--- src/rtl/baud_gen_pkg.sv ---
package baud_gen_pkg;

    typedef enum logic [1:0] {
        PH_IDLE    = 2'd0,
        PH_ASYNC   = 2'd1,
        PH_SYNC_HI = 2'd2,
        PH_SYNC_LO = 2'd3
    } phase_t;

    // prescaler counter width for a power-of-four select of sel_w bits
    function automatic int pre_width(input int sel_w);
        return 2 * ((1 << sel_w) - 1);
    endfunction

endpackage

--- src/rtl/baud_prescaler.sv ---
module baud_prescaler #(
    parameter int SEL_W = 2
) (
    input  logic             clk,
    input  logic             rst_n,
    input  logic             run,
    input  logic [SEL_W-1:0] sel,
    output logic             pre_tick
);
    localparam int PRE_W = baud_gen_pkg::pre_width(SEL_W);

    generate
        if (PRE_W == 0) begin : g_bypass
            assign pre_tick = run;
        end else begin : g_count
            logic [PRE_W-1:0] cnt;
            logic [PRE_W:0]   span;
            logic [PRE_W-1:0] lim;

            always_comb begin
                span = (PRE_W+1)'(1) << {sel, 1'b0};
                lim  = PRE_W'(span - 1'b1);
            end

            assign pre_tick = run && (cnt == lim);

            always_ff @(posedge clk) begin
                if (!rst_n || !run || pre_tick) begin
                    cnt <= '0;
                end else begin
                    cnt <= cnt + 1'b1;
                end
            end
        end
    endgenerate
endmodule

--- src/rtl/baud_rate_div.sv ---
module baud_rate_div #(
    parameter int RATE_W = 8
) (
    input  logic              clk,
    input  logic              rst_n,
    input  logic              run,
    input  logic              pre_tick,
    input  logic [RATE_W-1:0] reload_val,
    output logic              base_tick
);
    logic [RATE_W-1:0] cnt;
    logic              half;
    logic              div_tick;

    assign div_tick  = pre_tick && (cnt == '0);
    assign base_tick = div_tick && half;

    always_ff @(posedge clk) begin
        if (!rst_n || !run) begin
            cnt  <= reload_val;
            half <= 1'b0;
        end else if (pre_tick) begin
            cnt  <= div_tick ? reload_val : cnt - 1'b1;
            half <= div_tick ? ~half : half;
        end
    end

    // the divide-by-two stage never yields two adjacent base ticks
    a_r3_base_spaced: assert property (@(posedge clk) disable iff (!rst_n)
        base_tick |=> !base_tick);
endmodule

--- src/rtl/baud_phase_fsm.sv ---
module baud_phase_fsm #(
    parameter int OVS_W = 4
) (
    input  logic clk,
    input  logic rst_n,
    input  logic en,
    input  logic reload,
    input  logic mode_sync,
    input  logic base_tick,
    output logic sample_tick,
    output logic bit_strobe,
    output logic sclk
);
    import baud_gen_pkg::*;

    phase_t           state, nxt;
    logic [OVS_W-1:0] sub;
    logic             run;

    assign run  = en && !reload;
    assign sclk = (state != PH_SYNC_LO);

    always_comb begin
        nxt = PH_IDLE;
        if (run) begin
            unique case (state)
                PH_IDLE, PH_ASYNC:
                    nxt = !mode_sync ? PH_ASYNC
                        : (base_tick ? PH_SYNC_LO : PH_SYNC_HI);
                PH_SYNC_HI:
                    nxt = !mode_sync ? PH_ASYNC
                        : (base_tick ? PH_SYNC_LO : PH_SYNC_HI);
                PH_SYNC_LO:
                    nxt = !mode_sync ? PH_ASYNC
                        : (base_tick ? PH_SYNC_HI : PH_SYNC_LO);
                default:
                    nxt = PH_IDLE;
            endcase
        end
    end

    always_ff @(posedge clk) begin
        if (!rst_n) begin
            state <= PH_IDLE;
        end else begin
            state <= nxt;
        end
    end

    always_ff @(posedge clk) begin
        if (!rst_n) begin
            sample_tick <= 1'b0;
            bit_strobe  <= 1'b0;
            sub         <= '0;
        end else begin
            sample_tick <= run && !mode_sync && base_tick;
            bit_strobe  <= run && base_tick &&
                           (mode_sync ? (state == PH_SYNC_LO) : (&sub));
            if (run && !mode_sync) begin
                sub <= base_tick ? sub + 1'b1 : sub;
            end else begin
                sub <= '0;
            end
        end
    end

    // disabled cycle produces nothing and parks sclk high
    a_r8_idle_quiet: assert property (@(posedge clk) disable iff (!rst_n)
        !$past(en) |-> (!sample_tick && !bit_strobe && sclk));
    // a write cycle produces no strobe
    a_r7_write_quiet: assert property (@(posedge clk) disable iff (!rst_n)
        $past(reload) |-> (!sample_tick && !bit_strobe));
    // asynchronous bit strobe always rides on a sample tick
    a_r4_strobe_on_tick: assert property (@(posedge clk) disable iff (!rst_n)
        (bit_strobe && !$past(mode_sync)) |-> sample_tick);
    // synchronous bit strobe only on a rising serial clock
    a_r6_strobe_on_rise: assert property (@(posedge clk) disable iff (!rst_n)
        (bit_strobe && $past(mode_sync)) |-> (sclk && !$past(sclk)));
    // no oversampling tick in synchronous mode
    a_r5_no_tick_sync: assert property (@(posedge clk) disable iff (!rst_n)
        $past(mode_sync) |-> !sample_tick);
    // ticks are single-cycle
    a_r9_tick_single: assert property (@(posedge clk) disable iff (!rst_n)
        sample_tick |=> !sample_tick);
endmodule

--- src/rtl/baud_gen_top.sv ---
module baud_gen_top #(
    parameter int          RATE_W   = 8,
    parameter int          SEL_W    = 2,
    parameter int          OVS_W    = 4,
    parameter logic [7:0]  RATE_RST = 8'hFF
) (
    input  logic              clk,
    input  logic              rst_n,
    input  logic              en,
    input  logic              mode_sync,
    input  logic              rate_we,
    input  logic [RATE_W-1:0] rate_wdata,
    input  logic              sel_we,
    input  logic [SEL_W-1:0]  sel_wdata,
    output logic              sample_tick,
    output logic              bit_strobe,
    output logic              sclk
);
    logic [RATE_W-1:0] rate_q, rate_nx;
    logic [SEL_W-1:0]  sel_q;
    logic              reload, run, pre_tick, base_tick;

    assign reload  = rate_we || sel_we;
    assign run     = en && !reload;
    assign rate_nx = rate_we ? rate_wdata : rate_q;

    always_ff @(posedge clk) begin
        if (!rst_n) begin
            rate_q <= RATE_W'(RATE_RST);
            sel_q  <= '0;
        end else begin
            if (rate_we) rate_q <= rate_wdata;
            if (sel_we)  sel_q  <= sel_wdata;
        end
    end

    baud_prescaler #(.SEL_W(SEL_W)) u_pre (
        .clk(clk), .rst_n(rst_n), .run(run), .sel(sel_q), .pre_tick(pre_tick)
    );

    baud_rate_div #(.RATE_W(RATE_W)) u_div (
        .clk(clk), .rst_n(rst_n), .run(run), .pre_tick(pre_tick),
        .reload_val(rate_nx), .base_tick(base_tick)
    );

    baud_phase_fsm #(.OVS_W(OVS_W)) u_fsm (
        .clk(clk), .rst_n(rst_n), .en(en), .reload(reload),
        .mode_sync(mode_sync), .base_tick(base_tick),
        .sample_tick(sample_tick), .bit_strobe(bit_strobe), .sclk(sclk)
    );
endmodule

--- config.mk ---
export PLATFORM = sky130hd
export DESIGN_NAME = baud_gen_top
export DESIGN_NICKNAME = d
export VERILOG_FILES = /design/src/rtl/baud_gen_pkg.sv /design/src/rtl/baud_prescaler.sv /design/src/rtl/baud_rate_div.sv /design/src/rtl/baud_phase_fsm.sv /design/src/rtl/baud_gen_top.sv
export SDC_FILE = /design/constraint.sdc
export NUM_CORES = 1
export LEC_CHECK = 0
export BUFFER_PORTS_ARGS = -buffer_cell sky130_fd_sc_hd__buf_2
export CAP_MARGIN = 20
export CORE_MARGIN = 3
export CORE_UTILIZATION = 50
export CTS_BUF_LIST = sky130_fd_sc_hd__clkbuf_2 sky130_fd_sc_hd__clkbuf_4 sky130_fd_sc_hd__clkbuf_8
export DETAILED_ROUTE_END_ITERATION = 8
export PLACE_DENSITY = 0.75
export SYNTH_ARGS = -nofsm -noshare
export SYNTH_HDL_FRONTEND = slang
export SYNTH_HIERARCHICAL = 1
export SYNTH_SLANG_ARGS = --single-unit
--- constraint.sdc ---
create_clock -name clk -period 2.65 [get_ports clk]
set_input_delay 0.3975 -clock clk [delete_from_list [all_inputs] [get_ports clk]]
set_output_delay 0.3975 -clock clk [all_outputs]
set_load 0.1 [all_outputs]
=== Word level (Yosys, flattened, before mapping) ===
Index checks and enable logic that the tools add are counted.

* $add $sub $neg: 4
* Equality and inequality tests: 5
* Shifts and indexed selects: 1
* Multiplexer cells: 10
* Bitwise gates (word level): 1
* Reduce and logical (&&, ||, !) cells: 23

{| class="wikitable"
|+ Operators with widths
! kind !! number
|-
| 8-bit two-way mux || 4
|-
| 1-bit logical AND || 8
|-
| 8-bit zero test || 1
|-
| 8-bit by 1-bit subtractor with 8-bit output (second input constant) || 1
|-
| 6-bit by 1-bit adder with 6-bit output (second input constant) || 1
|-
| 6-bit == test || 1
|-
| 2-bit AND reduction || 3
|-
| 1-bit by 3-bit left shift with 6-bit output (first input constant) || 1
|-
| 6-bit by 1-bit subtractor with 6-bit output (second input constant) || 1
|-
| 4-bit by 1-bit adder with 4-bit output (second input constant) || 1
|-
| 2-bit == test (second input constant) || 2
|-
| 1-bit zero test || 4
|-
| 2-bit two-way mux || 2
|-
| 2-bit one-hot mux with 2 select lines || 1
|-
| 4-bit AND reduction || 1
|-
| 1-bit logical OR || 3
|-
| 1-bit two-way mux || 3
|-
| 3-bit OR reduction || 1
|-
| 2-bit by 1-bit == test with 1-bit output (second input constant) || 1
|-
| 2-bit zero test || 1
|-
| 2-bit != test (second input constant) || 1
|-
| 2-bit nonzero test || 1
|-
| 1-bit NOT || 1
|}

* Register bits: 33
* Output and inout port bits: 3
* Logic and storage cells: 53

=== Logic depth before layout (Yosys ltp) ===
* Depth after elaboration: 9
* Gate-level depth with buffers: 10
* Gate-level depth less buffers: 9

=== Cells and area by module ===
Netlist, hierarchy kept.

{| class="wikitable"
|+ Modules (own cells, without submodules)
! module !! instances !! cells an instance !! area each (um2) !! sequential area each (um2)
|-
| baud_rate_div || 1 || 52 || 563.0 || 260.2
|-
| baud_gen_top || 1 || 35 || 426.7 || 200.2
|-
| baud_phase_fsm || 1 || 33 || 322.8 || 160.2
|-
| baud_prescaler || 1 || 30 || 289.0 || 120.1
|}

=== Least setup slack after synthesis ===
Ideal clock, no wire load.

* Kind: input port to flip-flop
* Start: input rate_we
* End: register u_fsm.state[0]
* Library setup time: 124 ps
* Arrival: 2333 ps
* Required time: 2526 ps
* Slack: 194 ps
* Cell stages on the path: 10
* Path buffers: 1
* Path through: buf_6 or2_2 nor2_1 o21ai_0 a221oi_2 nand4_1 nor2_1 inv_1 xnor2_1 a21oi_1

* Cells in the longest elaborated chain, start to end: 9
* Elaborated cells on any way between the ends: 12
* Classes of those cells: 5 x mux; 7 x reduce/logical

{| class="wikitable"
|+ RTL lines
! what !! line !! text
|-
| start: declaration || baud_gen_top.sv:11 || <nowiki>input logic rate_we,</nowiki>
|-
| 1-bit logical OR * || baud_gen_top.sv:23 || <nowiki>assign reload = rate_we || sel_we;</nowiki>
|-
| via reload || baud_gen_top.sv:21 || <nowiki>logic reload, run, pre_tick, base_tick;</nowiki>
|-
| 1-bit zero test * || baud_gen_top.sv:24 || <nowiki>assign run = en && !reload;</nowiki>
|-
| 1-bit logical AND * || baud_gen_top.sv:24 ||
|-
| via run || baud_gen_top.sv:21 ||
|-
| 1-bit logical AND * || baud_prescaler.sv:25 || <nowiki>assign pre_tick = run && (cnt == lim);</nowiki>
|-
| via pre_tick || baud_gen_top.sv:21 ||
|-
| 1-bit logical AND * || baud_rate_div.sv:15 || <nowiki>assign div_tick = pre_tick && (cnt == '0);</nowiki>
|-
| 1-bit logical AND * || baud_rate_div.sv:16 || <nowiki>assign base_tick = div_tick && half;</nowiki>
|-
| via base_tick || baud_gen_top.sv:21 ||
|-
| 1-bit two-way mux (on tied branches) || baud_phase_fsm.sv:35, baud_phase_fsm.sv:29, baud_phase_fsm.sv:32 ||
|-
| 2-bit two-way mux (on tied branches) || baud_phase_fsm.sv:34, baud_phase_fsm.sv:28, baud_phase_fsm.sv:31 ||
|-
| 2-bit one-hot mux with 2 select lines * || baud_phase_fsm.sv:26 || <nowiki>unique case (state)</nowiki>
|-
| end signal: assignment || baud_phase_fsm.sv:46 || <nowiki>state <= nxt;</nowiki>
|-
| end: declaration || baud_phase_fsm.sv:16 || <nowiki>phase_t state, nxt;</nowiki>
|}

Mark *: on every way through the listed nets, which the timed path passes. The rest lies on a longest branch.
A chain may end at the register's enable or synchronous reset.

=== Worst setup path after layout ===
* Start: register u_pre.g_count.cnt[0]
* End: register u_fsm.state[0]

* Cells in the longest elaborated chain, start to end: 7
* Elaborated cells on any way between the ends: 9
* Classes of those cells: 1 x eq/ne; 5 x mux; 3 x reduce/logical

{| class="wikitable"
|+ RTL lines
! what !! line !! text
|-
| start: declaration || baud_prescaler.sv:16 || <nowiki>logic [PRE_W-1:0] cnt;</nowiki>
|-
| start signal: assignment || baud_prescaler.sv:31 || <nowiki>cnt <= cnt + 1'b1;</nowiki>
|-
| 6-bit == test * || baud_prescaler.sv:25 ||
|-
| 1-bit logical AND * || baud_prescaler.sv:25 ||
|-
| via pre_tick || baud_gen_top.sv:21 ||
|-
| 1-bit logical AND * || baud_rate_div.sv:15 ||
|-
| 1-bit logical AND * || baud_rate_div.sv:16 ||
|-
| via base_tick || baud_gen_top.sv:21 ||
|-
| 1-bit two-way mux (on tied branches) || baud_phase_fsm.sv:35, baud_phase_fsm.sv:29, baud_phase_fsm.sv:32 ||
|-
| 2-bit two-way mux (on tied branches) || baud_phase_fsm.sv:34, baud_phase_fsm.sv:28, baud_phase_fsm.sv:31 ||
|-
| 2-bit one-hot mux with 2 select lines * || baud_phase_fsm.sv:26 ||
|}

Marks and branches as above.

==> qor.yml <==
status: "complete, no violations"
grt_max_degree: 12
cp_max_fo: 6
coreArea_um2: 2900
final_common_cell: "dfxtp_1"
tightest_slew_ps: 485
crit_required_ps: 2880
syn2layout_area_growth_pct: 12.3
grt_pass1_vias: 1164
use_met3_pct: 4.32
synth_seq_cells: 33
synth_top_cell_area_share_pct: 31.3
crit_arrival_ps: 2640
fin_crit_ps: 2410
drv_slew: 0
gp_congestion: 0.794
final_cell_mix: "dfxtp_1 (25), nor2_1 (23), buf_2 (18), mux2_4 (9)"
critPathKind: "flip-flop to flip-flop"
ctsResizeCount: 0
cts.sinks: 33
setup_violations: 0
htreeDepth: 2
place_area_um2: 1740
routedWlPerCell_um: 12.8
post-cts-setup-buffers: 0
clkLatencyLatePin_ps: 330
fmax_mhz: 415
die_width_um: 62.6
layout-drive-gt1-share_pct: 27.1
cts_hold_buf: 0
use_met2_pct: 25.2
synth_cells: 150
whs_ps: 286
dp_slack_ps: 122
root_buffer: "clkbuf_4"
synth_area_per_cell_um2: 10.7
wirelength_um: 2800
drc: 0
hp-class: "primary input to flip-flop"
via_per_inst: 5.01
gr-max-usage-layer: "met2"
tns_ps: 0
grtUsageMet1_pct: 20.5
grt-ovfl-total: 0
ioPinCount: 19
synth_fa_ha_area_share_pct: 3.13
synth_xor_area_share_pct: 8.20
rsz0062_at_grt: "false"
slew-limit-headroom_pct: 67.9
dp_hpwl_um: 2150
cts_buffers: 5
antennaDiodeCount: 0
vias: 1098
grtUsageTotal_pct: 16.0
port_buffers: 18
first_pass_iters: 4
synth_compound_area_share_pct: 6.80
synth.area.top_cells: "dfxtp_1 (31%), edfxtp_1 (15%), mux2_4 (8.4%)"
yosys_warnings: 6
end_kind: "flip-flop"
power_leakage_uw: 0.000727
initial_core_util_pct: 55.2
cts_tree: "built"
grt_pass1_wl_um: 4950
crit_path_start_kind: "flip-flop"
rows: 19
grt_antenna_before_repair: 0
first_iter_violations: 46
nets: 196
final_hold_viol_count: 0
syn-num-nets: 170
die_area_um2: 3920
synthSimpleGateAreaFrac_pct: 21.6
design_area_um2: 1800
clock_path_buffers: 2
die_h_um: 62.6
synth_mux_area_share_pct: 10.9
finClkSkew_ps: 11.3
ys_types: 31
cap_violations: 0
fill_cells: 263
vdd.ir_drop.worst_uv: 302
yosysSeqAreaShare_pct: 46.3
synth_top_cell_by_area: "dfxtp_1"
syn_area_um2: 1600
ant_nets: 0
synth_top_family_by_area: "simple AND/OR/NAND/NOR gates"
clk_pin_slew_ps: 110
fin_crit_sh_pct: 91.0
p_per_area_nw_per_um2: 521
fin_ws_ps: 238
[flip-flops by register name, summed over array words and instances (netlist names)]
| signal | flops |
|---|---|
| rate_q | 8 |
| sel_q | 2 |
| u_div/cnt | 8 |
| u_div/half | 1 |
| u_fsm/bit_strobe | 1 |
| u_fsm/sample_tick | 1 |
| u_fsm/state | 2 |
| u_fsm/sub | 4 |
| u_pre/g_count.cnt | 6 |
[cell usage after synthesis]
| master | count |
|---|---|
| a21oi_1 | 6 |
| buf_6 | 2 |
| mux2_4 | 9 |
| nor3b_1 | 2 |
| ha_1 | 4 |
| nor4_4 | 1 |
| a211o_2 | 1 |
| or2_2 | 2 |
| xnor2_1 | 7 |
| nor3_1 | 4 |
| or2_1 | 8 |
| nand4_1 | 3 |
| o211ai_1 | 1 |
| nand2_1 | 7 |
| edfxtp_1 | 8 |
| or2_4 | 1 |
| a41oi_4 | 1 |
| dfxtp_1 | 25 |
| o21ai_0 | 2 |
| xor2_1 | 8 |
| a21oi_2 | 1 |
| nor2_1 | 23 |
| or4_4 | 1 |
| inv_1 | 7 |
| a221oi_2 | 1 |
| nand3b_1 | 1 |
| and2_1 | 1 |
| nand3_1 | 6 |
| nand3b_4 | 1 |
| mux2i_1 | 4 |
| and3_1 | 2 |
[final cells by class]
class                      count  area, um2  share of cell area (%)
clock buffer                   5       37.5                    2.09
clock inverter                 3       16.3                   0.905
inverter                       7       26.3                    1.46
multi-input combinational    108        812                    45.2
sequential                    33        741                    41.2
tap                           42       52.6                    2.92
timing repair buffer          21        113                    6.26
[power by group]
| group | internal, uW | total [uW] | leakage (uW) | switching, uW |
|---|---|---|---|---|
| Clock | 101 | 275 | 0.0000353 | 174 |
| Sequential | 540 | 560 | 0.000282 | 19.9 |
| Combinational | 55.0 | 102 | 0.000410 | 46.8 |
| Total | 696 | 937 | 0.000727 | 241 |
[through the flow]
stage,power [uW],cells,util [%]
6_report,937,219,62.0
3_5_place_dp,674,211,60.1
5_1_grt,992,219,62.0
2_1_floorplan,642,150,-
4_1_cts,950,219,62.0
3_3_place_gp,668,211,60.1
[logic make-up after synthesis]
kind of cell | Yosys count
and+or+nand+nor | 63
muxes | 13
DFF | 33
AOI/OAI and AO/OA | 13
buffers and inverters | 9
adders and majority gates | 4
xor gates and xnor gates | 15
[critical path, stage by stage, from the launching register on]
cell      delay, ps
dfxtp_1         380
or4_4           550
a221oi_2        410
nand4_1         190
nor2_1          380
inv_1           140
xnor2_1         180
a21oi_1          80
[final timing paths]
path,from,end,slack [ps],depth (start not counted)
max,u_pre/g_count.cnt[0]$_SDFF_PP0_,u_fsm/state[0]$_SDFF_PN0_,240,7
min,mode_sync,u_fsm/state[0]$_SDFF_PN0_,290,2
max reg2reg,u_pre/g_count.cnt[0]$_SDFF_PP0_,u_fsm/state[0]$_SDFF_PN0_,240,7
min reg2reg,u_fsm/sub[3]$_SDFFE_PN0P_,u_fsm/sub[3]$_SDFFE_PN0P_,540,2
[layer usage]
metal  part of all wire, %  vias to the layer above
met5                     0                        -
met4                   1.2                        0
met3                   4.2                        4
met2                    47                       27
met1                    48                      496
li1                      -                      571
No activity file was read; power rests on OpenSTA's default activity.
